File: config.mk
export PLATFORM = sky130hd
export DESIGN_NAME = cdr_fetcher
export DESIGN_NICKNAME = d
export VERILOG_FILES = /design/src/rtl/cdr_pkg.sv /design/src/rtl/cdr_desc_fifo.sv /design/src/rtl/cdr_fetch_engine.sv /design/src/rtl/cdr_fetcher.sv
export SDC_FILE = /design/constraint.sdc
export NUM_CORES = 2
export LEC_CHECK = 0
export ABC_AREA = 1
export CAP_MARGIN = 10
export CORE_ASPECT_RATIO = 2
export CORE_MARGIN = 1.5
export CORE_UTILIZATION = 30
export DETAILED_ROUTE_END_ITERATION = 8
export PLACE_DENSITY = 0.47
export SLEW_MARGIN = 20
export SYNTH_ARGS = -nofsm -noshare
export SYNTH_HDL_FRONTEND = slang
export SYNTH_SLANG_ARGS = --single-unit
File: constraint.sdc
create_clock -name clk -period 7.9 [get_ports clk]
set_input_delay 2.37 -clock clk [delete_from_list [all_inputs] [get_ports clk]]
set_output_delay 2.37 -clock clk [all_outputs]
set_load 0.02 [all_outputs]
File: src/rtl/cdr_pkg.sv
package cdr_pkg;
  // register field width for counts, lengths and ring indices
  localparam int FLD_W = 16;
  localparam int STR_W = 14;
  localparam int NSTAT = 5;

  typedef enum logic [3:0] {
    RA_BASE  = 4'd0,
    RA_RSIZE = 4'd1,
    RA_DFMT  = 4'd2,
    RA_FCTL  = 4'd3,
    RA_ANN   = 4'd4,
    RA_PROC  = 4'd5,
    RA_FPTR  = 4'd6,
    RA_PPTR  = 4'd7,
    RA_CLR   = 4'd8,
    RA_STAT  = 4'd9
  } reg_addr_e;

  typedef enum logic [1:0] {
    FE_IDLE = 2'd0,
    FE_REQ  = 2'd1,
    FE_DATA = 2'd2
  } fe_state_e;

  // status flag positions
  localparam int ST_DONE  = 0;
  localparam int ST_OVF   = 1;
  localparam int ST_DRAIN = 2;
  localparam int ST_STRAY = 3;
  localparam int ST_BUSYW = 4;
endpackage

File: src/rtl/cdr_desc_fifo.sv
module cdr_desc_fifo #(
  parameter int W     = 32,
  parameter int DEPTH = 8,
  localparam int AW   = (DEPTH > 1) ? $clog2(DEPTH) : 1,
  localparam int CW   = $clog2(DEPTH + 1)
) (
  input  logic          clk,
  input  logic          rst,
  input  logic          push,
  input  logic [W-1:0]  push_data,
  input  logic          pop,
  output logic          out_valid,
  output logic [W-1:0]  out_data,
  output logic [CW-1:0] count
);
  logic [W-1:0]  mem [DEPTH];
  logic [AW-1:0] wr_ptr, rd_ptr;

  function automatic logic [AW-1:0] bump(input logic [AW-1:0] p);
    return (p == AW'(DEPTH - 1)) ? '0 : p + AW'(1);
  endfunction

  // storage without reset so it maps onto RAM
  always_ff @(posedge clk) begin
    if (push) mem[wr_ptr] <= push_data;
  end

  always_ff @(posedge clk) begin
    if (rst) begin
      wr_ptr <= '0;
      rd_ptr <= '0;
      count  <= '0;
    end else begin
      if (push) wr_ptr <= bump(wr_ptr);
      if (pop)  rd_ptr <= bump(rd_ptr);
      case ({push, pop})
        2'b10:   count <= count + CW'(1);
        2'b01:   count <= count - CW'(1);
        default: count <= count;
      endcase
    end
  end

  assign out_valid = (count != '0);
  assign out_data  = mem[rd_ptr];


  no_overflow_chk: assert property (@(posedge clk) disable iff (rst)
    push |-> ((count < CW'(DEPTH)) || pop));
endmodule

File: src/rtl/cdr_fetch_engine.sv
module cdr_fetch_engine
  import cdr_pkg::*;
#(
  parameter int AW  = 32,
  parameter int FCW = 4
) (
  input  logic             clk,
  input  logic             rst,
  input  logic             fetch_en,
  input  logic [FLD_W-1:0] fsize,
  input  logic [FLD_W-1:0] fthresh,
  input  logic [FLD_W-1:0] rsize,
  input  logic [AW-1:0]    base,
  input  logic [STR_W-1:0] stride,
  input  logic [FLD_W-1:0] pending,
  input  logic [FCW-1:0]   fifo_free,
  input  logic             ptr_clr,
  input  logic             dma_req_ready,
  input  logic             dma_rsp_valid,
  output logic             dma_req_valid,
  output logic [AW-1:0]    dma_req_addr,
  output logic [FLD_W-1:0] dma_req_len,
  output logic             beat_push,
  output logic             done,
  output logic [FLD_W-1:0] fptr,
  output logic             stray,
  output logic             busy
);
  fe_state_e        state;
  logic [FLD_W-1:0] beats;
  logic [FLD_W-1:0] room, cand, free_x;
  logic [FLD_W:0]   nxt;
  logic             go;

  always_comb begin
    free_x = FLD_W'(fifo_free);
    room   = rsize - fptr;
    cand   = fsize;
    if (pending < cand) cand = pending;
    if (room < cand)    cand = room;
    go = fetch_en && (rsize != '0) && (fptr < rsize) && (pending != '0) &&
         (free_x >= fthresh) && (free_x >= cand) && (cand != '0);
  end

  assign dma_req_valid = (state == FE_REQ);
  assign busy          = (state != FE_IDLE);
  assign beat_push     = (state == FE_DATA) && dma_rsp_valid;
  assign stray         = dma_rsp_valid && (state != FE_DATA);
  assign done          = beat_push && (beats == dma_req_len - FLD_W'(1));
  assign nxt           = {1'b0, fptr} + {1'b0, dma_req_len};

  always_ff @(posedge clk) begin
    if (rst) begin
      state        <= FE_IDLE;
      beats        <= '0;
      dma_req_addr <= '0;
      dma_req_len  <= '0;
    end else begin
      case (state)
        FE_IDLE: if (go) begin
          dma_req_len  <= cand;
          dma_req_addr <= base + AW'(fptr) * AW'(stride);
          state        <= FE_REQ;
        end
        FE_REQ: if (dma_req_ready) begin
          beats <= '0;
          state <= FE_DATA;
        end
        FE_DATA: if (dma_rsp_valid) begin
          beats <= beats + FLD_W'(1);
          if (done) state <= FE_IDLE;
        end
        default: state <= FE_IDLE;
      endcase
    end
  end

  always_ff @(posedge clk) begin
    if (rst || ptr_clr)  fptr <= '0;
    else if (done)       fptr <= (nxt >= {1'b0, rsize}) ? FLD_W'(nxt - {1'b0, rsize})
                                                        : FLD_W'(nxt);
  end


  req_hold_chk: assert property (@(posedge clk) disable iff (rst)
    (dma_req_valid && !dma_req_ready) |=>
      (dma_req_valid && $stable(dma_req_addr) && $stable(dma_req_len)));

  req_len_nz_chk: assert property (@(posedge clk) disable iff (rst)
    dma_req_valid |-> (dma_req_len != '0));

  fptr_wrap_chk: assert property (@(posedge clk) disable iff (rst)
    (done && !ptr_clr && rsize != '0) |=> (fptr < $past(rsize)));
endmodule

File: src/rtl/cdr_fetcher.sv
module cdr_fetcher
  import cdr_pkg::*;
#(
  parameter int DESC_W     = 32,
  parameter int FIFO_DEPTH = 8,
  parameter int ADDR_W     = 32,
  localparam int FCW       = $clog2(FIFO_DEPTH + 1)
) (
  input  logic              clk,
  input  logic              rst,
  input  logic              reg_wr,
  input  logic              reg_rd,
  input  logic [3:0]        reg_addr,
  input  logic [31:0]       reg_wdata,
  output logic [31:0]       reg_rdata,
  output logic              dma_req_valid,
  input  logic              dma_req_ready,
  output logic [ADDR_W-1:0] dma_req_addr,
  output logic [15:0]       dma_req_len,
  input  logic              dma_rsp_valid,
  input  logic [DESC_W-1:0] dma_rsp_data,
  output logic              out_valid,
  input  logic              out_ready,
  output logic [DESC_W-1:0] out_data
);
  logic [ADDR_W-1:0] base_q;
  logic [FLD_W-1:0]  rsize_q, ann_cnt, fet_cnt, proc_cnt, pptr, fptr, pending;
  logic [30:0]       dfmt_q;
  logic [31:0]       fctl_q;
  logic [NSTAT-1:0]  stat_q, stat_set;
  logic [FCW-1:0]    fcount, ffree;
  logic              pop, beat_push, done, stray, busy, fetch_en;
  logic              wr_ann, wr_clr, wr_fctl, wr_stat;
  logic [FLD_W-1:0]  delta;
  reg_addr_e         ra;

  assign ra       = reg_addr_e'(reg_addr);
  assign wr_ann   = reg_wr && (ra == RA_ANN);
  assign wr_clr   = reg_wr && (ra == RA_CLR);
  assign wr_fctl  = reg_wr && (ra == RA_FCTL);
  assign wr_stat  = reg_wr && (ra == RA_STAT);
  assign delta    = reg_wdata[FLD_W-1:0];
  assign pending  = ann_cnt - fet_cnt;
  assign fetch_en = (fctl_q != '0) && (fctl_q[FLD_W-1:0] != '0);
  assign pop      = out_valid && out_ready;
  assign ffree    = FCW'(FIFO_DEPTH) - fcount;

  cdr_fetch_engine #(.AW(ADDR_W), .FCW(FCW)) u_eng (
    .clk           (clk),
    .rst           (rst),
    .fetch_en      (fetch_en),
    .fsize         (fctl_q[FLD_W-1:0]),
    .fthresh       (fctl_q[31:16]),
    .rsize         (rsize_q),
    .base          (base_q),
    .stride        (dfmt_q[16 +: STR_W]),
    .pending       (pending),
    .fifo_free     (ffree),
    .ptr_clr       (wr_clr && reg_wdata[2]),
    .dma_req_ready (dma_req_ready),
    .dma_rsp_valid (dma_rsp_valid),
    .dma_req_valid (dma_req_valid),
    .dma_req_addr  (dma_req_addr),
    .dma_req_len   (dma_req_len),
    .beat_push     (beat_push),
    .done          (done),
    .fptr          (fptr),
    .stray         (stray),
    .busy          (busy)
  );

  cdr_desc_fifo #(.W(DESC_W), .DEPTH(FIFO_DEPTH)) u_fifo (
    .clk       (clk),
    .rst       (rst),
    .push      (beat_push),
    .push_data (dma_rsp_data),
    .pop       (pop),
    .out_valid (out_valid),
    .out_data  (out_data),
    .count     (fcount)
  );

  // configuration registers
  always_ff @(posedge clk) begin
    if (rst) begin
      base_q  <= '0;
      rsize_q <= '0;
      dfmt_q  <= '0;
      fctl_q  <= '0;
    end else if (reg_wr) begin
      case (ra)
        RA_BASE:  base_q  <= reg_wdata[ADDR_W-1:0];
        RA_RSIZE: rsize_q <= reg_wdata[FLD_W-1:0];
        RA_DFMT:  dfmt_q  <= reg_wdata[30:0];
        RA_FCTL:  fctl_q  <= reg_wdata;
        default:  ;
      endcase
    end
  end

  // running totals and processed pointer
  always_ff @(posedge clk) begin
    if (rst) begin
      ann_cnt  <= '0;
      fet_cnt  <= '0;
      proc_cnt <= '0;
      pptr     <= '0;
    end else begin
      if (wr_clr && reg_wdata[0]) begin
        ann_cnt <= '0;
        fet_cnt <= '0;
      end else begin
        if (wr_ann) ann_cnt <= ann_cnt + delta;
        if (done)   fet_cnt <= fet_cnt + dma_req_len;
      end
      if (wr_clr && reg_wdata[1]) proc_cnt <= '0;
      else if (pop)               proc_cnt <= proc_cnt + FLD_W'(1);
      if (wr_clr && reg_wdata[3]) pptr <= '0;
      else if (pop)               pptr <= (pptr + FLD_W'(1) >= rsize_q) ? '0 : pptr + FLD_W'(1);
    end
  end

  // status flags: set wins over write-one-to-clear
  always_comb begin
    stat_set           = '0;
    stat_set[ST_DONE]  = done;
    stat_set[ST_OVF]   = wr_ann && ({1'b0, pending} + {1'b0, delta} > {1'b0, rsize_q});
    stat_set[ST_DRAIN] = pop && (proc_cnt + FLD_W'(1) == ann_cnt);
    stat_set[ST_STRAY] = stray;
    stat_set[ST_BUSYW] = wr_fctl && busy;
  end

  always_ff @(posedge clk) begin
    if (rst) stat_q <= '0;
    else     stat_q <= (stat_q & ~(wr_stat ? reg_wdata[NSTAT-1:0] : '0)) | stat_set;
  end

  // registered read port
  always_ff @(posedge clk) begin
    if (rst) reg_rdata <= '0;
    else if (reg_rd) begin
      case (ra)
        RA_BASE:  reg_rdata <= 32'(base_q);
        RA_RSIZE: reg_rdata <= 32'(rsize_q);
        RA_DFMT:  reg_rdata <= {1'b0, dfmt_q};
        RA_FCTL:  reg_rdata <= fctl_q;
        RA_ANN:   reg_rdata <= 32'(ann_cnt);
        RA_PROC:  reg_rdata <= 32'(proc_cnt);
        RA_FPTR:  reg_rdata <= 32'(fptr);
        RA_PPTR:  reg_rdata <= 32'(pptr);
        RA_STAT:  reg_rdata <= 32'(stat_q);
        default:  reg_rdata <= '0;
      endcase
    end
  end


  req_fits_chk: assert property (@(posedge clk) disable iff (rst)
    dma_req_valid |-> (dma_req_len <= FLD_W'(ffree)));

  proc_hold_chk: assert property (@(posedge clk) disable iff (rst)
    (!pop && !(wr_clr && reg_wdata[1])) |=> $stable(proc_cnt));

  stray_ignored_chk: assert property (@(posedge clk) disable iff (rst)
    stray |-> !beat_push);
endmodule

== Yosys cells after proc, flatten, opt, wreduce, memory -nomap -nowiden ==
Memories as Yosys holds them, arrays and structs flattened. A register that Yosys moved wholly into a read port is not among the register bits.
Cells that the tools add are included.
W data, S select, Z words.

* Output and inout bits: 114
* Bits in writable memories: 256
* Register bits after elaboration: 304
* Logic and storage cells: 135
* Memories: 1

* Multipliers: 1
* Reductions and logical operators: 44
* Bitwise operators: 3
* Add/sub/neg operators: 17
* $lt $le $gt $ge: 8
* Eq/ne operators: 22
* Muxes and demuxes: 21

{| class="wikitable"
|+ Memory list
! memory !! depth !! width !! rd ports !! clocked after memory_dff !! write ports !! RTL line !! source
|-
| u_fifo.mem || 8 || 32 || 1 || 1 || 1 || cdr_desc_fifo.sv:16 || <nowiki>logic [W-1:0] mem [DEPTH];</nowiki>
|}

{| class="wikitable"
|+ Operators by type and width
! kind !! number
|-
| $pmux W32 S9 || 1
|-
| $mux W16 || 6
|-
| $reduce_bool A16 Y1 || 4
|-
| $add A16 B1 Y16 const B || 3
|-
| $lt A16 B16 Y1 || 3
|-
| $sub A16 B16 Y16 || 3
|-
| $add A16 B16 Y17 || 2
|-
| $add A16 B16 Y16 || 2
|-
| $add A32 B30 Y32 || 1
|-
| $eq A16 B16 Y1 || 2
|-
| $ge A4 B16 Y1 || 2
|-
| $pmux W16 S2 || 1
|-
| $reduce_bool A32 Y1 || 1
|-
| $mul A16 B14 Y30 || 1
|-
| $logic_and A1 B1 Y1 || 22
|-
| $ge A17 B16 Y1 || 1
|-
| $gt A17 B16 Y1 || 1
|-
| $eq A4 B3 Y1 const B || 4
|-
| $ge A16 B16 Y1 || 1
|-
| $sub A16 B1 Y16 const B || 1
|-
| $mux W3 || 4
|-
| $reduce_and A2 Y1 || 5
|-
| $eq A4 B2 Y1 const B || 2
|-
| $eq A4 B4 Y1 const B || 2
|-
| other kinds (26) || 41
|}

== Depth between registers and ports, before layout ==
* Depth after elaboration: 10
* Depth in mapped cells: 49
* Gate-level depth less buffers: 46

== Hierarchy ==
A second synthesis with hierarchy kept.

* Cell total of the unflattened synthesis: 4,880
* Area, all modules: 39,522.9 sq um

{| class="wikitable"
|+ By module, submodules not included
! module !! seq. area each (sq um) !! area each (sq um) !! times used !! cells an instance
|-
| cdr_fetch_engine || 1,641.6 || 15,778.9 || 1 || 2,200
|-
| cdr_fetcher || 4,244.1 || 13,133.8 || 1 || 1,875
|-
| cdr_desc_fifo || 7,947.6 || 10,610.2 || 1 || 805
|}

== Worst setup path after synthesis ==
OpenSTA, ideal clock, no wires.

* Kind: reg-to-reg
* Start: reg ann_cnt[0]
* End: reg u_eng.dma_req_addr[18]
* Arrival: 6,249 ps
* Stages on the path, launching flop included: 47
* Setup slack: 1,538 ps
* Clock period less this slack: 6,362 ps
* Cells stage by stage: dfxtp_1 -> inv_1 -> ha_1 -> fa_1 -> nand3b_1 -> nand2_1 -> nand4_1 -> nand3_1 -> a21oi_1 -> o21bai_1 -> xor2_1 -> inv_1 -> ha_1 -> nand2_1 -> nor4_1 -> nand2_1 -> nand2_2 -> clkbuf_1 -> [... 11 more ...] -> nand2_1 -> nand2_1 -> ha_1 -> inv_1 -> a21boi_0 -> o21a_1 -> o21ai_0 -> nand2_1 -> nand4_1 -> nor2_1 -> nand2_1 -> nor2_1 -> nand3_1 -> nor2_4 -> nand2_4 -> buf_2 -> nor2_1 -> nor2_1

* Longest elaborated chain between the ends: 9
* Elaborated cells between the ends (all ways): 13
* Classes of those cells: add/sub (1); order compare (3); mux (2); reduce/logical (7)

{| class="wikitable"
|+ Ends and longest elaborated chain
! what !! RTL line !! source
|-
| start: declaration || cdr_fetcher.sv:27 || <nowiki>logic [FLD_W-1:0] rsize_q, ann_cnt, fet_cnt, proc_cnt, pptr, fptr, pending;</nowiki>
|-
| start signal: assignment || cdr_fetcher.sv:113 || <nowiki>if (wr_ann) ann_cnt <= ann_cnt + delta;</nowiki>
|-
| $sub A16 B16 Y16 * || cdr_fetcher.sv:43 || <nowiki>assign pending = ann_cnt - fet_cnt;</nowiki>
|-
| $lt A16 B16 Y1 || cdr_fetch_engine.sv:39 || <nowiki>if (pending < cand) cand = pending;</nowiki>
|-
| $mux W16 * || cdr_fetch_engine.sv:39 ||
|-
| $lt A16 B16 Y1 || cdr_fetch_engine.sv:40 || <nowiki>if (room < cand) cand = room;</nowiki>
|-
| $mux W16 * || cdr_fetch_engine.sv:40 ||
|-
| named net u_eng.cand[0] || cdr_fetch_engine.sv:31 || <nowiki>logic [FLD_W-1:0] room, cand, free_x;</nowiki>
|-
| $ge A4 B16 Y1 || cdr_fetch_engine.sv:42 || <nowiki>(free_x >= fthresh) && (free_x >= cand) && (cand != '0);</nowiki>
|-
| $logic_and A1 B1 Y1 || cdr_fetch_engine.sv:42 ||
|-
| $logic_and A1 B1 Y1 * || cdr_fetch_engine.sv:42 ||
|-
| $reduce_and A2 Y1 (no source line) * || - ||
|-
| end signal: assignment || cdr_fetch_engine.sv:62 || <nowiki>dma_req_addr <= base + AW'(fptr) * AW'(stride);</nowiki>
|-
| end: declaration || cdr_fetch_engine.sv:21 || <nowiki>output logic [AW-1:0] dma_req_addr,</nowiki>
|}

Mark *: on every way through the listed nets, which the timed path passes. The rest lies on a longest branch.
A chain may end at the register's enable or synchronous reset.

== Final worst setup path ==
* Start: reg ann_cnt[0]
* End: reg u_eng.dma_req_addr[9]

* Longest elaborated chain between the ends: 9
* Elaborated cells between the ends (all ways): 13
* Classes of those cells: add/sub (1); order compare (3); mux (2); reduce/logical (7)

{| class="wikitable"
|+ Ends and longest elaborated chain
! what !! RTL line
|-
| $sub A16 B16 Y16 * || cdr_fetcher.sv:43
|-
| $lt A16 B16 Y1 || cdr_fetch_engine.sv:39
|-
| $mux W16 || cdr_fetch_engine.sv:39
|-
| $lt A16 B16 Y1 || cdr_fetch_engine.sv:40
|-
| $mux W16 || cdr_fetch_engine.sv:40
|-
| $ge A4 B16 Y1 || cdr_fetch_engine.sv:42
|-
| $logic_and A1 B1 Y1 || cdr_fetch_engine.sv:42
|-
| $logic_and A1 B1 Y1 * || cdr_fetch_engine.sv:42
|-
| $reduce_and A2 Y1 (no source line) * || -
|}

Every way passes the cells marked *; elsewhere a longest branch is shown, timed or not.

==> results_dict.tcl <==
set metrics [dict create \
    ys_types 54 \
    wl_met3_um 5956 \
    crit_top_cell "nand2_1" \
    dieHeight_um 507.1 \
    setup_slack_ns 0.6417 \
    wirelength_met1_um 48920 \
    yosysTopAreaCell "edfxtp_1" \
    netlist_area_um2 38120 \
    synth_edf_count 256 \
    rsz0062_at_grt "no" \
    hold_ws_ns 0.4533 \
    ys_async_sr_fraction 0 \
    crit_path_end_kind "register" \
    cts.sinks 563 \
    num_vias 32470 \
    ys_seq_area_frac 0.3628 \
    synth_top_area_share 0.2016 \
    die-area_um2 129400 \
    yosysMostFrequentCell "nand2_1" \
    grt_pass1_wl_um 214300 \
    drc 0 \
    worstPathArrival_ns 7.80 \
    die_w_um 255.1 \
    r2r-start "ann_cnt[0]" \
    r2r_end "u_eng.dma_req_addr[9]" \
    setup_viol_count_final 0 \
    dp_slack_ns 0.2687 \
    hold_start "dfmt_q[12]" \
    post-place-cells 6422 \
    routed_wirelength_um 149100 \
    fin_cells 6540 \
    slowest_stage "dfxtp_1" \
    syn_to_final_growth_pct 16.16 \
    finalCriticalPeriod_ns 7.258 \
    synthTopCellsByArea "edfxtp_1 (20%), dfxtp_1 (16%), fa_1 (11%), ha_1 (9.3%), nand2_1 (7.6%)" \
    p_leak_nw 19.17 \
    synth_warnings 0 \
    tritoncts "done" \
    dr_wl_met2_um 80960 \
    start_util 0.3027 \
    antenna_left 0 \
    tns_ns 0 \
    hold_buffers 0 \
    hold_viol 0 \
    fp-row-count 184 \
    irDropWorstVdd_v 0.0001919 \
    synth_common_cells "nand2_1 (772), inv_1 (731), nor2_1 (455)" \
    wl_per_cell_um 22.79 \
    cp.required_ns 8.44 \
    drt_first_pass_iters 5 \
    grt_usage 0.2276 \
    worstSkewPairLatency_ns 0.69 \
    gp_congestion 0.9337 \
    grt_pass1_vias 33370 \
    r2r_cells 42 \
    power_density_nw_per_um2 210.5 \
    cp-start-kind "register" \
    syn_inst 4660 \
    crit_type "register to register" \
    hp-class "register to register" \
    clk_pin_slew_ns 0.07 \
    status "completed" \
    relSlewSlack 0.2905 \
    drt-initial-drc-count 1839 \
    synth-seq-cells 563 \
    layout.nets 5376 \
    vias_per_cell 4.964 \
    cts_made_buffers 58 \
    pin_count 189 \
    coreArea_um2 125900 \
    worstMarginPinSlew_ns 1.060 \
    multi_input_area_um2 20820 \
    fin_worst_skew_ns 0.05658 \
    top_layer_used "met5" \
    fin_crit_sh 0.9188 \
    slew_violations 0 \
    max_freq_mhz 137.8 \
    synth_fp_nets 5222 \
    htree_levels 2 \
    io_buffers 188 \
    max_stage_delay_ns 0.41 \
    hold_path_end "dfmt_q[12]" \
    cts_buffer_depth 3 \
    utilization 0.3517 \
    yosys_most_used_dff "dfxtp_1" \
    cts_root_buf "clkbuf_16" \
    min_path_cells 2 \
    post_synth.cell_area_avg_um2 8.181 \
    drive_above_1_share 0.05016 \
    gr-total-overflow 0 \
    max_cap_viol_count 0 \
    regArea_um2 13840 \
    critPathMaxFanout 32 \
    r2r_setup_slack_ns 0.64 \
    antenna_found_initial 3 \
    grt_start_max_net_pins 75 \
    hpwl_um 117400 \
    fillers 13290 \
]
[layout make-up]
class / count / share of cell area
clock buffers: 66 / 0.03461
repair buffers: 296 / 0.06106
flip-flops and latches: 563 / 0.3125
inverters: 740 / 0.06292
diodes: 2 / 0.0001130
well taps: 1674 / 0.04730
multi-input cells: 3155 / 0.4700
clock inverters: 44 / 0.01147
[registers in the layout (all words and copies together), names as in the netlist, named ones only]
name                flops
fctl_q                 32
u_eng.dma_req_len      16
reg_rdata              32
u_fifo.mem            256
pptr                   16
u_fifo.wr_ptr           3
rsize_q                16
u_fifo.rd_ptr           3
fet_cnt                16
base_q                 32
u_eng.state             2
u_eng.beats            16
stat_q                  5
u_eng.dma_req_addr     32
dfmt_q                 31
u_fifo.count            4
proc_cnt               16
ann_cnt                16
u_eng.fptr             16
[layer usage]
layer,vias to the layer above,global-route usage
met1,15660,0.2087
li1,15600,-
met4,2,0.1716
met2,829,0.4448
met5,-,0
met3,376,0.02853
[worst max path at each step]
stage | from | endpoint | cells past startpoint
CTS | ann_cnt[0] | u_eng.dma_req_addr[16] | 43
floorplan | ann_cnt[0] | u_eng.dma_req_addr[18] | 46
global route | ann_cnt[0] | u_eng.dma_req_addr[6] | 44
global placement | ann_cnt[0] | u_eng.dma_req_addr[10] | 43
detailed placement | ann_cnt[0] | u_eng.dma_req_addr[22] | 44
finish | ann_cnt[0] | u_eng.dma_req_addr[9] | 42
[layout by cell type, fill, tap and decap left out, drive strengths merged, types with 10 or more instances in the layout]
cell type,n
xnor2,59
nand4,33
dfxtp,307
fa,203
o21bai,15
nand2,776
a221oi,10
nor2,457
o21ai,396
buf,109
nor3,39
inv,736
a21oi,407
o22ai,78
clkdlybuf4s50,187
xor2,115
nand3,121
nor4,15
clkbuf,66
clkinv,30
ha,284
edfxtp,256
a31oi,40
o221ai,16
[critical path, delay by kind of cell, from the launching register on]
kind | cells | cell delay (ns)
AND/OR/NAND/NOR | 22 | 2.67
AO/OA/AOI/OAI | 9 | 1.61
adder cells (fa/ha/maj) | 5 | 1.41
buffers and inverters | 5 | 0.70
flip-flops | 1 | 0.41
XOR/XNOR | 1 | 0.25
[power breakdown]
part / total [mW] / leakage [nW] / internal [mW] / switching (mW)
clock network: 2.99 / 0.982 / 1.70 / 1.29
registers: 3.24 / 4.78 / 3.12 / 0.121
logic: 3.09 / 13.4 / 1.10 / 2.00
total: 9.32 / 19.2 / 5.91 / 3.41
[metrics by stage]
stage          total power, mW  cell area (µm²)
3_5_place_dp             6.348            42140
3_3_place_gp             6.345            42140
4_1_cts                  9.362            44180
6_report                 9.322            44280
2_1_floorplan            5.167            38120
5_1_grt                  9.816            44280
[kinds of logic after synthesis]
| kind of cell | Yosys count | synth area share |
|---|---|---|
| compound gates | 1032 | 0.1483 |
| xor+xnor | 174 | 0.03997 |
| fa+ha+maj | 487 | 0.1998 |
| buf+inv | 943 | 0.09409 |
| flops | 563 | 0.3628 |
| simple gates | 1461 | 0.1550 |
[timing repair]
| action | in CTS | in global routing |
|---|---|---|
| setup endpoints to repair | 0 | 49 |
| setup buffers | 0 | 5 |
| gates resized for setup | 0 | 11 |
Power figures use the tool's default switching activity.
